--- src/rtl/vpic.sv ---
module vpic #(
  parameter int N_IRQ    = 8,
  parameter int VW       = 8,
  parameter int DEF_BASE = 32,
  parameter int SPUR_OFS = 7
) (
  input  logic             clk,
  input  logic             rst_n,
  input  logic [N_IRQ-1:0] irq_i,
  input  logic             wr_en,
  input  logic [1:0]       wr_sel,
  input  logic [VW-1:0]    wr_data,
  output logic             int_o,
  input  logic             inta_n,
  output logic [VW-1:0]    vec_o,
  output logic             vec_oe
);
  localparam int IW = $clog2(N_IRQ);
  localparam logic [1:0] IDLE = 2'd0, ACK1 = 2'd1, GAP = 2'd2, ACK2 = 2'd3;

  logic [N_IRQ-1:0] irq_q, pend, mask, isr;
  logic [VW-1:0]    base;
  logic [IW-1:0]    sel, win;
  logic [1:0]       ph;
  logic             inta_q, spur, hit, blk;

  always_comb begin
    blk = 1'b0;
    hit = 1'b0;
    win = '0;
    for (int i = 0; i < N_IRQ; i++) begin
      blk = blk | isr[i];
      if (!blk && pend[i] && !mask[i] && !hit) begin
        hit = 1'b1;
        win = IW'(i);
      end
    end
  end

  wire              fall    = inta_q & ~inta_n;
  wire              rise    = ~inta_q & inta_n;
  wire              take    = (ph == IDLE) && fall && hit;
  wire              eoi     = wr_en && (wr_sel == 2'd2);
  wire [N_IRQ-1:0]  win_bit = take ? (N_IRQ'(1) << win) : '0;
  wire [N_IRQ-1:0]  eoi_bit = eoi ? (isr & (~isr + 1'b1)) : '0;

  assign int_o  = (ph == IDLE) && hit;
  assign vec_oe = (ph == ACK2);
  assign vec_o  = vec_oe ? base + (spur ? VW'(SPUR_OFS) : VW'(sel)) : '0;

  always_ff @(posedge clk) begin
    if (!rst_n) begin
      irq_q  <= '0;
      pend   <= '0;
      mask   <= '0;
      isr    <= '0;
      base   <= VW'(DEF_BASE);
      sel    <= '0;
      spur   <= 1'b0;
      ph     <= IDLE;
      inta_q <= 1'b1;
    end else begin
      irq_q  <= irq_i;
      inta_q <= inta_n;
      pend   <= (pend | (irq_i & ~irq_q)) & ~win_bit;
      isr    <= (isr & ~eoi_bit) | win_bit;
      if (wr_en && wr_sel == 2'd0) mask <= wr_data[N_IRQ-1:0];
      if (wr_en && wr_sel == 2'd1) base <= wr_data;
      case (ph)
        IDLE: if (fall) begin
          ph   <= ACK1;
          spur <= ~hit;
          if (hit) sel <= win;
        end
        ACK1: if (rise) ph <= GAP;
        GAP:  if (fall) ph <= ACK2;
        default: if (rise) ph <= IDLE;
      endcase
    end
  end


  masked_quiet_chk: assert property (@(posedge clk) disable iff (!rst_n)
    int_o |-> |(pend & ~mask));

  int_drop_chk: assert property (@(posedge clk) disable iff (!rst_n)
    take |=> !int_o);

  take_isr_chk: assert property (@(posedge clk) disable iff (!rst_n)
    (take && !eoi) |=> $countones(isr) == $past($countones(isr)) + 1);

  vec_low_chk: assert property (@(posedge clk) disable iff (!rst_n)
    vec_oe |-> $past(!inta_n));

  eoi_one_chk: assert property (@(posedge clk) disable iff (!rst_n)
    (eoi && |isr && !take) |=> $countones(isr) == $past($countones(isr)) - 1);
endmodule

--- config.mk ---
export PLATFORM = sky130hd
export DESIGN_NAME = vpic
export DESIGN_NICKNAME = d
export VERILOG_FILES = /design/src/rtl/vpic.sv
export SDC_FILE = /design/constraint.sdc
export NUM_CORES = 1
export LEC_CHECK = 0
export CORE_MARGIN = 2
export CORE_UTILIZATION = 35
export CTS_BUF_LIST = sky130_fd_sc_hd__clkbuf_8 sky130_fd_sc_hd__clkbuf_16
export CTS_CLUSTER_SIZE = 24
export DETAILED_ROUTE_END_ITERATION = 7
export PLACE_DENSITY = 0.65
export SLEW_MARGIN = 30
export SYNTH_ARGS = -nofsm -noshare
export SYNTH_HDL_FRONTEND = slang
export SYNTH_SLANG_ARGS = --single-unit
--- constraint.sdc ---
create_clock -name clk -period 4.3 [get_ports clk]
set_clock_uncertainty 0.15 [all_clocks]
set_input_delay 0.43 -clock clk [delete_from_list [all_inputs] [get_ports clk]]
set_output_delay 0.43 -clock clk [all_outputs]
set_load 0.1 [all_outputs]
==> run_summary.xml <==
<?xml version="1.0" encoding="UTF-8"?>
<metrics>
  <group name="sta">
    <metric name="setup_tns" unit="ns">0</metric>
    <metric name="timing_hold_violations_final" unit="">0</metric>
    <metric name="max_fclk" unit="MHz">336.0</metric>
    <metric name="worstMarginPinSlew" unit="ns">0.9602</metric>
    <metric name="max_slew_margin" unit="">0.3578</metric>
    <metric name="finalMaxSlewViolations" unit="">0</metric>
    <metric name="whs" unit="ns">0.3077</metric>
    <metric name="period_minus_slack" unit="ns">2.976</metric>
    <metric name="fin_crit_sh" unit="">0.6921</metric>
    <metric name="setup-violations-final" unit="">0</metric>
    <metric name="grt_setup_unrepaired" unit="">false</metric>
  </group>
  <group name="critical_path">
    <metric name="worst_path_largest_cell_delay" unit="ns">1.12</metric>
    <metric name="timing_worst_setup_path_type" unit="">flop to output pin</metric>
    <metric name="timing.reg2reg.worst_path_depth" unit="">5</metric>
    <metric name="r2r-start" unit="">isr[0]</metric>
    <metric name="setup.reg_to_reg.worst_slack" unit="ns">2.08</metric>
    <metric name="reg2reg_to" unit="">sel[1]</metric>
    <metric name="critical_path.slowest_cell" unit="">clkdlybuf4s50_1</metric>
    <metric name="crit_path_start_kind" unit="">flop</metric>
    <metric name="cells_along_the_critical_path" unit="">or2_2 -&gt; ha_1 -&gt; and2_1 -&gt; clkdlybuf4s50_1</metric>
    <metric name="cp_data_required_time" unit="ns">3.72</metric>
    <metric name="crit_arrival" unit="ns">2.40</metric>
    <metric name="critical_path_peak_fanout" unit="">2</metric>
    <metric name="worstSetupEndpointType" unit="">output pin</metric>
  </group>
  <group name="route">
    <metric name="avgRoutedWirePerCell" unit="µm">13.33</metric>
    <metric name="vias" unit="">1863</metric>
    <metric name="route.antenna.remaining_nets" unit="">0</metric>
    <metric name="drtPass1Iterations" unit="">6</metric>
    <metric name="drt_first_iter_violations" unit="">81</metric>
    <metric name="finalWirelength" unit="µm">4892</metric>
    <metric name="drc" unit="">0</metric>
    <metric name="vias_per_cell" unit="">5.076</metric>
  </group>
  <group name="global_routing">
    <metric name="grt.total_usage" unit="">0.1375</metric>
    <metric name="first_global_vias" unit="">1770</metric>
    <metric name="grt_first_pass_wirelength" unit="µm">8169</metric>
    <metric name="globalRouteOverflowTotal" unit="">0</metric>
    <metric name="grt_start_max_net_pins" unit="">32</metric>
    <metric name="antenna_violations_before_repair" unit="">0</metric>
  </group>
  <group name="floorplanning">
    <metric name="die_span_in_x" unit="µm">86.70</metric>
    <metric name="die_area" unit="mm²">0.007516</metric>
    <metric name="rows" unit="">30</metric>
    <metric name="chipHeight" unit="µm">86.70</metric>
    <metric name="floorplan.core_area" unit="mm²">0.006719</metric>
    <metric name="starting_density_of_the_core" unit="">0.3562</metric>
    <metric name="design.portCount" unit="">32</metric>
  </group>
  <group name="synth">
    <metric name="syn_avg_cell_area" unit="µm²">9.313</metric>
    <metric name="syn-cell-area" unit="mm²">0.002394</metric>
    <metric name="yosys_register_bits" unit="">47</metric>
    <metric name="postSynthNetCount" unit="">288</metric>
    <metric name="instance_count_of_the_mapped_netlist" unit="">257</metric>
    <metric name="number_of_unique_standard_cell_types_used_by_synthesis" unit="">54</metric>
    <metric name="synth-async-reset-ratio" unit="">0</metric>
    <metric name="yosysWarnings" unit="">0</metric>
    <metric name="number_of_enable_type_register_cells_in_the_synthesized_netlist" unit="">0</metric>
    <metric name="ys_seq_area_frac" unit="">0.3931</metric>
    <metric name="synth_top_flop_cell" unit="">dfxtp_1</metric>
  </group>
  <group name="final_layout">
    <metric name="fin_nets" unit="">319</metric>
    <metric name="seq_area" unit="µm²">940.9</metric>
    <metric name="layout-drive-gt1-share" unit="">0.09059</metric>
    <metric name="area_growth_syn_to_layout" unit="%">18.30</metric>
    <metric name="multiInputGateArea" unit="mm²">0.001399</metric>
    <metric name="fillerInstances" unit="">667</metric>
    <metric name="antenna_cells_inserted" unit="">0</metric>
  </group>
  <group name="clocking">
    <metric name="clock_insertion_delay_worst_skew" unit="ns">0.29</metric>
    <metric name="ctsHoldBuffers" unit="">0</metric>
    <metric name="postCtsResizedCells" unit="">0</metric>
    <metric name="postCtsSetupRepairBufs" unit="">0</metric>
    <metric name="clockRootBuffer" unit="">clkbuf_8</metric>
    <metric name="cts_buffer_depth" unit="">2</metric>
    <metric name="clkSinkCount" unit="">47</metric>
    <metric name="tritoncts.num_buffers" unit="">5</metric>
    <metric name="cts.reportedPaths.clkPinSlew" unit="ns">0.08</metric>
    <metric name="cts_htree_levels" unit="">2</metric>
    <metric name="tritoncts" unit="">built</metric>
  </group>
  <group name="flow_run">
    <metric name="max_cap_viol_count" unit="">0</metric>
  </group>
  <group name="power_and_ir_drop">
    <metric name="pwr_density_cell" unit="mW/mm²">333.2</metric>
    <metric name="design_power_total" unit="µW">943.5</metric>
    <metric name="worst_ir_drop_vdd" unit="mV">0.1234</metric>
    <metric name="power.leakage" unit="µW">0.001143</metric>
  </group>
  <group name="placed_design">
    <metric name="place.port_buffers" unit="">31</metric>
    <metric name="dp_hpwl" unit="µm">3751</metric>
    <metric name="finalWeightedCongestion" unit="">0.8645</metric>
  </group>
  <group name="run_status">
    <metric name="outcome" unit="">finished clean</metric>
  </group>
  <group name="worst_hold_path">
    <metric name="holdCritStartpoint" unit="">sel[2]</metric>
    <metric name="worst_hold_path.num_cells" unit="">2</metric>
    <metric name="min-delay-path-class" unit="">flop to flop</metric>
    <metric name="holdPathEnd" unit="">sel[2]</metric>
  </group>
</metrics>
==> logic make-up (layout without fill, tap and decap cells) <==
| group | after synthesis | in the layout | synth area share |
|---|---|---|---|
| AND/OR/NAND/NOR | 109 | 109 | 0.2750 |
| AO/OA/AOI/OAI | 57 | 57 | 0.1736 |
| flip-flops | 47 | 47 | 0.3931 |
| multiplexers | 17 | 17 | 0.07109 |
| buffers and inverters | 14 | 44 | 0.02248 |
| adder cells (fa/ha/maj) | 9 | 9 | 0.05018 |
| XOR/XNOR | 4 | 4 | 0.01464 |
==> registers in the layout, summed over array words and instances (netlist names) <==
register	flops
pend	8
mask	8
irq_q	8
spur	1
isr	8
base	8
sel	3
ph	2
inta_q	1
==> synthesized netlist by cell type (2+ instances only) <==
cell type | number | share of area
a21boi_0 | 7 | 0.022
a21oi_1 | 8 | 0.017
and2_1 | 13 | 0.034
and3_1 | 2 | 0.0052
clkbuf_1 | 7 | 0.011
dfxtp_1 | 47 | 0.39
ha_1 | 8 | 0.042
inv_1 | 5 | 0.0078
mux2i_1 | 17 | 0.071
nand2_1 | 15 | 0.024
nand2b_1 | 4 | 0.010
nand3_1 | 5 | 0.010
nand3b_1 | 3 | 0.0094
nor2_1 | 7 | 0.011
nor2b_1 | 33 | 0.086
nor3_1 | 6 | 0.013
nor3b_1 | 5 | 0.016
nor4b_1 | 2 | 0.0073
o211a_1 | 4 | 0.017
o21a_1 | 3 | 0.0094
o21ai_0 | 14 | 0.029
o22ai_1 | 2 | 0.0052
o31a_1 | 2 | 0.0073
o31ai_1 | 2 | 0.0063
o41ai_1 | 2 | 0.0073
or2_2 | 3 | 0.0078
or3b_2 | 2 | 0.0073
xnor2_1 | 3 | 0.011
==> area by class of cell <==
| class | count | area share |
|---|---|---|
| Sequential cell | 47 | 0.3323 |
| Tap cell | 80 | 0.03535 |
| Clock inverter | 1 | 0.001326 |
| Inverter | 5 | 0.006628 |
| Clock buffer | 5 | 0.02430 |
| Multi-Input combinational cell | 196 | 0.4940 |
| Timing Repair Buffer | 33 | 0.1061 |
==> where the power goes <==
group / switching [µW] / internal [µW] / total (µW) / leakage (µW)
clock: 133 / 106 / 239 / 0.0000413
sequential: 20.8 / 461 / 482 / 0.000386
combinational: 129 / 94.5 / 223 / 0.000717
total: 282 / 662 / 943 / 0.00114
==> critical path, delay by kind of cell (launching register included) <==
family | cells | cell delay, ns
DFF | 1 | 0.31
and+or+nand+nor | 2 | 0.40
adders and majority gates | 1 | 0.27
buffers and inverters | 1 | 1.12
==> per-stage QoR <==
step,util,instances,cell area [µm²],setup slack (ns)
2_1_floorplan,-,257,2394,0.1313
3_3_place_gp,0.4114,361,2764,1.645
3_5_place_dp,0.4114,361,2764,1.637
4_1_cts,0.4222,367,2836,1.308
5_1_grt,0.4214,367,2831,1.201
6_report,0.4214,367,2831,1.324
==> layout by cell type (no fill, tap or decap), types with 8 or more instances in the layout <==
master           instances
nor2b_1                 33
mux2i_1                 17
o21ai_0                 14
clkdlybuf4s50_1         22
ha_1                     8
dfxtp_1                 47
a21oi_1                  8
and2_1                  13
buf_4                   10
nand2_1                 15
==> metal layers <==
metal,share of wire,track usage
met5,0,0
met3,0.062,0.04190
met2,0.41,0.2070
met1,0.50,0.1823
met4,0.022,0.05824
==> how the worst max path moves through the flow <==
stage	start	to	slack, ns	cells after the start
2_1_floorplan	sel[1]	vec_o[5]	0.13	6
4_1_cts	sel[0]	vec_o[0]	1.31	4
6_report	sel[0]	vec_o[0]	1.32	4
5_1_grt	sel[1]	vec_o[7]	1.20	8
3_5_place_dp	sel[0]	vec_o[0]	1.64	4
3_3_place_gp	sel[0]	vec_o[0]	1.65	4
(Power assumes the default switching activity.)
